==> config.mk <==
export PLATFORM = sky130hd
export DESIGN_NAME = vdp_host_seq
export DESIGN_NICKNAME = d
export VERILOG_FILES = /design/src/rtl/vdp_seq_pkg.sv /design/src/rtl/vdp_byte_engine.sv /design/src/rtl/vdp_reset_pulse.sv /design/src/rtl/vdp_host_seq.sv
export SDC_FILE = /design/constraint.sdc
export NUM_CORES = 1
export LEC_CHECK = 0
export ABC_AREA = 1
export CAP_MARGIN = 30
export CORE_MARGIN = 2
export CORE_UTILIZATION = 50
export DETAILED_ROUTE_END_ITERATION = 10
export PLACE_DENSITY_LB_ADDON = 0.3
export SKIP_CTS_REPAIR_TIMING = 1
export SLEW_MARGIN = 40
export SYNTH_ARGS = -nofsm -noshare
export SYNTH_HDL_FRONTEND = slang
export SYNTH_SLANG_ARGS = --single-unit
==> constraint.sdc <==
create_clock -name clk -period 1.9 [get_ports clk]
set_input_delay 0.475 -clock clk [delete_from_list [all_inputs] [get_ports clk]]
set_output_delay 0.475 -clock clk [all_outputs]
set_load 0.1 [all_outputs]
==> src/rtl/vdp_seq_pkg.sv <==
package vdp_seq_pkg;
  localparam int ADDR_W = 14;
  localparam int BYTE_W = 8;

  typedef enum logic [2:0] {
    OP_REG    = 3'd0,
    OP_WADDR  = 3'd1,
    OP_RADDR  = 3'd2,
    OP_WDATA  = 3'd3,
    OP_RDATA  = 3'd4,
    OP_STATUS = 3'd5,
    OP_RESET  = 3'd6
  } vdp_op_e;

  typedef enum logic [2:0] {E_IDLE, E_SETUP, E_STROBE, E_HOLD, E_GAP} eng_st_e;
  typedef enum logic [1:0] {S_IDLE, S_B0, S_B1, S_RST} seq_st_e;
  typedef enum logic [1:0] {RG_IDLE, RG_HI, RG_LO} rg_st_e;

  function automatic logic op_legal(input logic [2:0] op);
    return op != 3'd7;
  endfunction

  // Control-port ops drive mode high; data ops low.
  function automatic logic op_mode(input vdp_op_e op);
    return !(op == OP_WDATA || op == OP_RDATA);
  endfunction

  function automatic logic op_is_write(input vdp_op_e op);
    return !(op == OP_RDATA || op == OP_STATUS);
  endfunction

  function automatic logic op_two_byte(input vdp_op_e op);
    return op == OP_REG || op == OP_WADDR || op == OP_RADDR;
  endfunction

  function automatic logic [BYTE_W-1:0] ctl_first(input vdp_op_e op,
      input logic [ADDR_W-1:0] arg, input logic [BYTE_W-1:0] data);
    return (op == OP_REG || op == OP_WDATA) ? data : arg[7:0];
  endfunction

  function automatic logic [BYTE_W-1:0] ctl_second(input vdp_op_e op,
      input logic [ADDR_W-1:0] arg);
    case (op)
      OP_REG:   return {5'b10000, arg[2:0]};
      OP_WADDR: return {2'b01, arg[13:8]};
      default:  return {2'b00, arg[13:8]};
    endcase
  endfunction
endpackage

==> src/rtl/vdp_byte_engine.sv <==
module vdp_byte_engine
  import vdp_seq_pkg::*;
#(
  parameter int WR_CYC  = 100,
  parameter int RD_CYC  = 80,
  parameter int GAP_CYC = 4
) (
  input  logic              clk,
  input  logic              rst_n,
  input  logic              start,
  input  logic              start_wr,
  input  logic              start_mode,
  input  logic [BYTE_W-1:0] start_byte,
  input  logic [BYTE_W-1:0] din,
  output logic              done,
  output logic              wr_n,
  output logic              rd_n,
  output logic              oe,
  output logic              mode,
  output logic [BYTE_W-1:0] dout,
  output logic [BYTE_W-1:0] rdata,
  output logic              rvalid
);
  localparam int MAXS = (WR_CYC > RD_CYC) ? WR_CYC : RD_CYC;
  localparam int MAXC = (MAXS > GAP_CYC) ? MAXS : GAP_CYC;
  localparam int CW   = $clog2(MAXC + 1);
  localparam logic [CW-1:0] WR_LIM  = CW'(WR_CYC - 1);
  localparam logic [CW-1:0] RD_LIM  = CW'(RD_CYC - 1);
  localparam logic [CW-1:0] GAP_LIM = CW'(GAP_CYC - 1);

  eng_st_e           st;
  logic [CW-1:0]     cnt;
  logic              wr_q;
  logic              strobe_last;

  assign strobe_last = (st == E_STROBE) && (cnt == (wr_q ? WR_LIM : RD_LIM));
  assign done = (st == E_GAP) && (cnt == GAP_LIM);
  assign wr_n = !((st == E_STROBE) && wr_q);
  assign rd_n = !((st == E_STROBE) && !wr_q);
  assign oe   = wr_q && (st == E_SETUP || st == E_STROBE || st == E_HOLD);

  always_ff @(posedge clk or negedge rst_n) begin
    if (!rst_n) begin
      st <= E_IDLE; cnt <= '0; wr_q <= 1'b0; mode <= 1'b1;
      dout <= '0; rdata <= '0; rvalid <= 1'b0;
    end else begin
      rvalid <= 1'b0;
      case (st)
        E_SETUP: begin st <= E_STROBE; cnt <= '0; end
        E_STROBE: begin
          if (strobe_last) begin
            st <= E_HOLD;
            if (!wr_q) begin rdata <= din; rvalid <= 1'b1; end
          end else cnt <= cnt + 1'b1;
        end
        E_HOLD: begin st <= E_GAP; cnt <= '0; end
        E_GAP: begin
          if (done) st <= E_IDLE;
          else cnt <= cnt + 1'b1;
        end
        default: ;
      endcase
      if (start) begin
        st <= E_SETUP; wr_q <= start_wr; mode <= start_mode; dout <= start_byte;
      end
    end
  end

  // Independent run-length counters for the strobe width checks
  logic [CW:0] wlow_run, rlow_run;
  always_ff @(posedge clk or negedge rst_n) begin
    if (!rst_n) begin wlow_run <= '0; rlow_run <= '0; end
    else begin
      wlow_run <= wr_n ? '0 : wlow_run + 1'b1;
      rlow_run <= rd_n ? '0 : rlow_run + 1'b1;
    end
  end


  strobe_excl_chk: assert property (@(posedge clk) disable iff (!rst_n)
    wr_n || rd_n);

  oe_cover_chk: assert property (@(posedge clk) disable iff (!rst_n)
    !wr_n |-> oe);

  oe_release_chk: assert property (@(posedge clk) disable iff (!rst_n)
    $fell(oe) |-> (wr_n && $past(wr_n)));

  wr_width_chk: assert property (@(posedge clk) disable iff (!rst_n)
    wlow_run <= (CW+1)'(WR_CYC));

  rd_width_chk: assert property (@(posedge clk) disable iff (!rst_n)
    rlow_run <= (CW+1)'(RD_CYC));

  held_mode_chk: assert property (@(posedge clk) disable iff (!rst_n)
    (!wr_n || !rd_n) |=> ((wr_n && rd_n) || ($stable(mode) && $stable(dout))));
endmodule

==> src/rtl/vdp_reset_pulse.sv <==
module vdp_reset_pulse
  import vdp_seq_pkg::*;
#(
  parameter int HI_CYC = 1000,
  parameter int LO_CYC = 50
) (
  input  logic clk,
  input  logic rst_n,
  input  logic start,
  output logic done,
  output logic rst_out_n
);
  localparam int MAXC = (HI_CYC > LO_CYC) ? HI_CYC : LO_CYC;
  localparam int CW   = $clog2(MAXC + 1);
  localparam logic [CW-1:0] HI_LIM = CW'(HI_CYC - 1);
  localparam logic [CW-1:0] LO_LIM = CW'(LO_CYC - 1);

  rg_st_e        st;
  logic [CW-1:0] cnt;

  assign rst_out_n = (st != RG_LO);
  assign done = (st == RG_LO) && (cnt == LO_LIM);

  always_ff @(posedge clk or negedge rst_n) begin
    if (!rst_n) begin st <= RG_IDLE; cnt <= '0; end
    else begin
      case (st)
        RG_HI: if (cnt == HI_LIM) begin st <= RG_LO; cnt <= '0; end
               else cnt <= cnt + 1'b1;
        RG_LO: if (done) st <= RG_IDLE;
               else cnt <= cnt + 1'b1;
        default: ;
      endcase
      if (start) begin st <= RG_HI; cnt <= '0; end
    end
  end

  logic [CW:0] lo_run;
  always_ff @(posedge clk or negedge rst_n) begin
    if (!rst_n) lo_run <= '0;
    else lo_run <= rst_out_n ? '0 : lo_run + 1'b1;
  end


  lo_width_chk: assert property (@(posedge clk) disable iff (!rst_n)
    lo_run <= (CW+1)'(LO_CYC));
endmodule

==> src/rtl/vdp_host_seq.sv <==
module vdp_host_seq
  import vdp_seq_pkg::*;
#(
  parameter int WR_CYC     = 100,
  parameter int RD_CYC     = 80,
  parameter int GAP_CYC    = 4,
  parameter int RST_HI_CYC = 1000,
  parameter int RST_LO_CYC = 50
) (
  input  logic        clk,
  input  logic        rst_n,
  input  logic        cmd_valid,
  input  logic [2:0]  cmd_op,
  input  logic [13:0] cmd_arg,
  input  logic [7:0]  cmd_data,
  output logic        busy,
  output logic [7:0]  rd_data,
  output logic        rd_valid,
  output logic        bus_mode,
  output logic        bus_wr_n,
  output logic        bus_rd_n,
  output logic        bus_oe,
  output logic [7:0]  bus_dout,
  input  logic [7:0]  bus_din,
  output logic        vdp_rst_n
);
  seq_st_e           st;
  vdp_op_e           op;
  logic              two_q;
  logic [BYTE_W-1:0] sec_q;
  logic              accept, eng_start, eng_done, rg_start, rg_done;
  logic              eng_wr, eng_mode;
  logic [BYTE_W-1:0] eng_byte;

  assign op       = vdp_op_e'(cmd_op);
  assign accept   = cmd_valid && (st == S_IDLE) && op_legal(cmd_op);
  assign rg_start = accept && (op == OP_RESET);
  assign eng_start = (accept && op != OP_RESET) || (st == S_B0 && eng_done && two_q);
  assign eng_byte = accept ? ctl_first(op, cmd_arg, cmd_data) : sec_q;
  assign eng_wr   = accept ? op_is_write(op) : 1'b1;
  assign eng_mode = accept ? op_mode(op) : 1'b1;
  assign busy     = (st != S_IDLE);

  always_ff @(posedge clk or negedge rst_n) begin
    if (!rst_n) begin st <= S_IDLE; two_q <= 1'b0; sec_q <= '0; end
    else begin
      case (st)
        S_IDLE: if (accept) begin
          if (op == OP_RESET) st <= S_RST;
          else begin
            st <= S_B0; two_q <= op_two_byte(op); sec_q <= ctl_second(op, cmd_arg);
          end
        end
        S_B0:  if (eng_done) st <= two_q ? S_B1 : S_IDLE;
        S_B1:  if (eng_done) st <= S_IDLE;
        S_RST: if (rg_done) st <= S_IDLE;
        default: st <= S_IDLE;
      endcase
    end
  end

  vdp_byte_engine #(.WR_CYC(WR_CYC), .RD_CYC(RD_CYC), .GAP_CYC(GAP_CYC)) u_eng (
    .clk(clk), .rst_n(rst_n), .start(eng_start), .start_wr(eng_wr),
    .start_mode(eng_mode), .start_byte(eng_byte), .din(bus_din), .done(eng_done),
    .wr_n(bus_wr_n), .rd_n(bus_rd_n), .oe(bus_oe), .mode(bus_mode),
    .dout(bus_dout), .rdata(rd_data), .rvalid(rd_valid));

  vdp_reset_pulse #(.HI_CYC(RST_HI_CYC), .LO_CYC(RST_LO_CYC)) u_rst (
    .clk(clk), .rst_n(rst_n), .start(rg_start), .done(rg_done), .rst_out_n(vdp_rst_n));


  rd_pulse_chk: assert property (@(posedge clk) disable iff (!rst_n)
    rd_valid |=> !rd_valid);

  idle_quiet_chk: assert property (@(posedge clk) disable iff (!rst_n)
    !busy |-> (bus_wr_n && bus_rd_n && !bus_oe));

  rst_quiet_chk: assert property (@(posedge clk) disable iff (!rst_n)
    !vdp_rst_n |-> (bus_wr_n && bus_rd_n));

  second_ctl_chk: assert property (@(posedge clk) disable iff (!rst_n)
    (st == S_B1 && !bus_wr_n) |-> bus_mode);
endmodule

* Word-level counts from Yosys, hierarchy flattened *
Index checks and enable logic that the tools add are counted.

storage, ports and cells
  output and inout bits = 23
  input bits = 36
  register bits = 52
  logic and storage cells = 118

cells by class
  mux-type cells = 30
  bitwise gates (word level) = 2
  reduce and logical (&&, ||, !) cells = 39
  equal/unequal tests = 33
  add/sub/neg operators = 2

operator list
  kind                                                                     count
  10-bit 2-to-1 mux                                                        3
  7-bit one-hot mux with 3 select lines                                    1
  10-bit one-hot mux with 2 select lines                                   1
  2-bit 2-to-1 mux                                                         8
  8-bit 2-to-1 mux                                                         2
  8-bit one-hot mux with 2 select lines                                    1
  3-bit inequality test (second input constant)                            5
  3-bit AND reduction                                                      5
  7-bit 2-to-1 mux                                                         2
  2-bit inequality test (second input constant)                            7
  3-bit by 2-bit equality test with 1-bit output (second input constant)   4
  3-bit equality test (second input constant)                              4
  1-bit logical AND                                                        12
  3-bit one-hot mux with 4 select lines                                    1
  10-bit by 1-bit adder with 10-bit output (second input constant)         1
  10-bit equality test (second input constant)                             1
  10-bit by 6-bit equality test with 1-bit output (second input constant)  1
  3-bit 2-to-1 mux                                                         3
  1-bit logical OR                                                         8
  2-bit one-hot mux with 4 select lines                                    1
  7-bit by 1-bit adder with 7-bit output (second input constant)           1
  7-bit by 2-bit equality test with 1-bit output (second input constant)   1
  7-bit equality test                                                      1
  2-bit equality test (second input constant)                              3
  other kinds (16)                                                         29

* Longest topological paths before layout *
  word-level depth = 7
  depth in mapped cells = 11
  gate-level depth less buffers = 11

* Hierarchy *
A second synthesis with hierarchy kept.

unflattened totals
  cell total of the unflattened synthesis = 452
  area, all modules = 3,218.1 µm²

by module, submodules not included
  module           sequential area each (µm²)  times used  area each (µm²)  cells an instance
  vdp_byte_engine  726.9                       1           1,458.9          180
  vdp_host_seq     275.3                       1           919.6            141
  vdp_reset_pulse  300.3                       1           839.6            131

* Worst setup path before layout *
No wires, ideal clock.

  path type = reg2out
  start = register u_eng.st[2]
  end = output port bus_oe
  slack = -0.377 ns
  cell stages (with the launch flop) = 4
  buffers on the path = 0
  required time = 1.425 ns
  data arrival time = 1.802 ns
  path through = dfrtp_1 inv_1 nand2_1 nor2_1

on the way
  word-level cells in the longest chain between the ends = 4
  elaborated cells on any way between the ends = 6
  those cells by class = eq/ne: 3; reduce/logical: 3

ends and longest elaborated chain
  what                                                                                                                     line                   RTL
  start, declared                                                                                                          vdp_byte_engine.sv:31  eng_st_e st;
  start signal, assigned                                                                                                   vdp_byte_engine.sv:44  st <= E_IDLE; cnt <= '0; wr_q <= 1'b0; mode <= 1'b1;
  start signal, assigned                                                                                                   vdp_byte_engine.sv:49  E_SETUP: begin st <= E_STROBE; cnt <= '0; end
  start signal, assigned                                                                                                   vdp_byte_engine.sv:52  st <= E_HOLD;
  3-bit by 1-bit equality test with 1-bit output / 3-bit by 2-bit equality test with 1-bit output (equally long branches)  vdp_byte_engine.sv:40  assign oe = wr_q && (st == E_SETUP || st == E_STROBE || st == E_HOLD);
  1-bit logical OR                                                                                                         vdp_byte_engine.sv:40
  1-bit logical OR (*)                                                                                                     vdp_byte_engine.sv:40
  1-bit logical AND (*)                                                                                                    vdp_byte_engine.sv:40
  end, declared                                                                                                            vdp_host_seq.sv:22     output logic bus_oe,

Every way passes the cells marked *; elsewhere a longest branch is shown, timed or not.

* Final worst setup path *
  start = register u_eng.st[2]
  end = output port bus_rd_n

on the way
  word-level cells in the longest chain between the ends = 3

ends and longest elaborated chain
  what                                            line                   RTL
  3-bit by 2-bit equality test with 1-bit output  vdp_byte_engine.sv:39  assign rd_n = !((st == E_STROBE) && !wr_q);
  1-bit logical AND                               vdp_byte_engine.sv:39
  1-bit zero test                                 vdp_byte_engine.sv:39
  end, declared                                   vdp_host_seq.sv:21     output logic bus_rd_n,

Every way passes these cells.

==> summary.md <==
Input and output buffers added on the ports amount to 58. TritonCTS built the clock tree. The run finished with clean final reports. The run gives 7.3% as the fraction of power consumed by combinational cells.

The critical path is of the flop to primary output type. Relative to the synthesized area, the layout overhead comes to 40.2%. The fraction of registers with async set/reset is 100%, and the worst clock skew on the final layout is 9.14 ps. The placed instances occupy a cell area of 0.00400 mm2. Across every metal layer, demand over resource in global routing totals 25.2%. The CTS buffer count is 5.

In the final layout, the multi-input gates occupy 0.00146 mm2. The clock network burns 39.4% of the power. The tools report the number of max-slew violations in the final report as 0. After routing the design area is 0.00413 mm2. The first detailed-routing pass ran for 5 iterations.

Registers take 0.00130 mm2. Share of Yosys cell area claimed by the top area cell type: 43.3%. Total power of the final layout: 2.08 mW. The number of nets in the final layout is 525, and the worst-case vdd ir drop is 0.350 mV. The first global-routing pass estimated 12.8 mm of wire. Of all nets on the critical path, the largest fanout is 10. The first-iteration detailed-routing DRC count is 155, and the floorplan die width is 80.8 um. The final sum of negative setup slack was 0 ps; the portion of the clock cycle consumed by the worst path in the final layout was 95.3%.

The tightest slew margin relative to the limit came out at 61.9%. The tools report the startpoint type of the worst setup path as a flop. The fraction of final layout cells with drive strength greater than 1 works out to 17.9%. In this run, flip-flops and latches consume 53.3% of the power. The top cell types in the final layout, fill and taps aside, are sky130_fd_sc_hd__nand2_1 (131), sky130_fd_sc_hd__dfrtp_1 (50), sky130_fd_sc_hd__nor2_1 (36).

The floorplan step defined a core boundary enclosing 0.00561 mm2. For the post-detailed-route DRC marker count, the log shows 0. The initial utilization of the core area, before any placement, comes to 52.6%. The clock reaches the later pin of the worst-skew pair after 320 ps.

The library cell used most frequently in the layout, excluding fill and tap cells, is sky130_fd_sc_hd__nand2_1. The filler cells instantiated in the layout total 449. In this run the worst hold path is classified as input port to async pin.

The endpoint class of the critical path is a primary output. Number of enable-type register cells in the synthesized netlist: 0. The post-synthesis sequential element count is 52. HPWL after detailed placement: 5.94 mm.

For the non-filler instance count after layout, the log shows 559. The switching share of power works out to 21.8%. The synthesized design spends more area on one cell type than any other, namely sky130_fd_sc_hd__dfrtp_1. Based on the critical path, the design can be clocked at up to 552 MHz. The logs give 2997 for the routed via count and 0 for the antenna diode count. The cell area that synthesis handed to floorplanning was 0.00295 mm2.

In this run, placement finished with an instance count of 550. The most used flip-flop cell after synthesis is sky130_fd_sc_hd__dfrtp_1. The floorplan step defined a die boundary enclosing 0.00653 mm2. Wires add up to 7.67 mm.

Y dimension of the die: 80.8 um. The CTS root buffer is sky130_fd_sc_hd__clkbuf_8. The final count of hold timing violations is 0, and the average size of a mapped cell is 7.31 um2. Number of antenna violations at the first check in global routing: 0. The tools report the net switching component of the power as 452 uW. Summed over all layers, the global routing overflow is 0.

After synthesis, the cell types taking the most area are sky130_fd_sc_hd__dfrtp_1 (43%), sky130_fd_sc_hd__nand2_1 (17%), sky130_fd_sc_hd__o21ai_0 (4.8%). Once detail routing completed, the nets flagged for antenna violations numbered 0. At the pin with the least slew margin, the transition time is 571 ps. The pin count of the biggest net entering global routing came out at 24. The mean number of vias per cell is 5.36, and the H-tree depth is 2.

The run gives 0 as the max-capacitance violation count. The run gives 1420 ps as the required time of the critical path. The synthesized netlist contains 35 unique library cells. Power spread over the standard cell area amounts to 502 mW/mm2. The register clock-pin slew on the reported worst setup and hold paths was 100 ps; the number of sinks handled by clock tree synthesis was 52. The run gives 1.62 mW as the cell-internal power.

The logs give 1340 ps for the signal arrival time at the worst endpoint and 59 for the count of boundary I/O pins. The via count of the first global-routing pass is 2921, and the maximum number of buffers from clock root to sink is 2. During synthesis, Yosys emitted a total of 0 warnings. The logs give 44.2% for the post-synthesis sequential area ratio and 442 for the net count of the mapped netlist.

The logs give 0 for the count of final setup violators and 0.995 for the placer congestion estimate. The floorplan has 27 rows. Subtracting the final worst setup slack from the clock period gives 1810 ps. The average wire length per cell after detail routing was 13.7 um; the reported leakage power was 1.92 nW.

Synthesized instance count: 403.
==> flip-flops by register name, summed over array words and instances, names as in the netlist <==
register / count
u_eng.mode: 1
st: 2
u_rst.st: 2
u_eng.wr_q: 1
u_eng.rdata: 8
u_eng.st: 3
u_eng.rvalid: 1
u_eng.dout: 8
two_q: 1
sec_q: 8
u_rst.cnt: 10
u_eng.cnt: 7
==> cells in the mapped netlist (4+ instances only) <==
master and number:
sky130_fd_sc_hd__a21oi_1 19, sky130_fd_sc_hd__dfrtp_1 51, sky130_fd_sc_hd__inv_1 33, sky130_fd_sc_hd__nand2_1 132
sky130_fd_sc_hd__nand2_2 6, sky130_fd_sc_hd__nand3_1 22, sky130_fd_sc_hd__nand4_1 8, sky130_fd_sc_hd__nor2_1 37
sky130_fd_sc_hd__nor3_1 9, sky130_fd_sc_hd__o21ai_0 28, sky130_fd_sc_hd__o21ai_1 20, sky130_fd_sc_hd__or2_2 4
==> power groups by stage <==
stage | Clock (mW) | Combinational, mW | Sequential, mW
floorplan | 0 | 0.0255 | 1.13
global placement | 0 | 0.148 | 1.13
detailed placement | 0 | 0.151 | 1.13
CTS | 0.831 | 0.153 | 1.11
global route | 0.879 | 0.165 | 1.11
finish | 0.818 | 0.152 | 1.11
==> critical path, cell delays in order, from the launching register on <==
cell                      delay, ps
sky130_fd_sc_hd__dfrtp_2        440
sky130_fd_sc_hd__inv_1           80
sky130_fd_sc_hd__nand3_1         90
sky130_fd_sc_hd__inv_2          110
sky130_fd_sc_hd__nand2_4        110
sky130_fd_sc_hd__buf_12         190
==> final cells by class <==
class | count | share of cell area, %
multi-input cells | 307 | 35.3
flip-flops and latches | 52 | 31.5
repair buffers | 83 | 24.6
inverters | 37 | 3.36
well taps | 72 | 2.18
clock buffers | 6 | 2.00
clock inverters | 2 | 0.939
==> worst paths after layout <==
kind	start	to	slack [ps]	cells past startpoint
worst max-delay path	u_eng.st[2]	bus_rd_n	90	5
worst min-delay path	rst_n	sec_q[6]	140	1
worst max register to register	u_eng.cnt[0]	u_eng.dout[5]	230	8
worst min register to register	u_eng.cnt[6]	u_eng.cnt[6]	500	2
max in group asynchronous	rst_n	u_eng.st[0]	1210	2
min in group clk	u_eng.cnt[6]	u_eng.cnt[6]	500	2
==> through the flow <==
step	util, %	hold slack (ps)	setup WS (ps)
after floorplan	-	179	5.67
after CTS	73.4	149	-76.2
final	73.7	144	89.5
after global routing	73.7	171	-7.02
after global placement	71.3	459	-34.6
after detailed placement	71.3	479	-108
==> kinds of logic after synthesis <==
family / synth area share (%)
simple gates: 34.3
xor+xnor: 0.892
flops: 44.2
fa+ha+maj: 1.27
compound gates: 12.7
buf+inv: 6.62
==> routing by layer <==
metal | vias up | share of wire [%] | GRT usage, % | wire, um
met5 | - | 0 | 0 | 0
met1 | 1383 | 42 | 30.8 | 3230
met4 | 0 | 2.4 | 9.83 | 182
met2 | 116 | 50 | 43.5 | 3800
met3 | 27 | 5.9 | 5.44 | 456
li1 | 1471 | - | - | -
No activity file was read; power rests on OpenSTA's default activity.
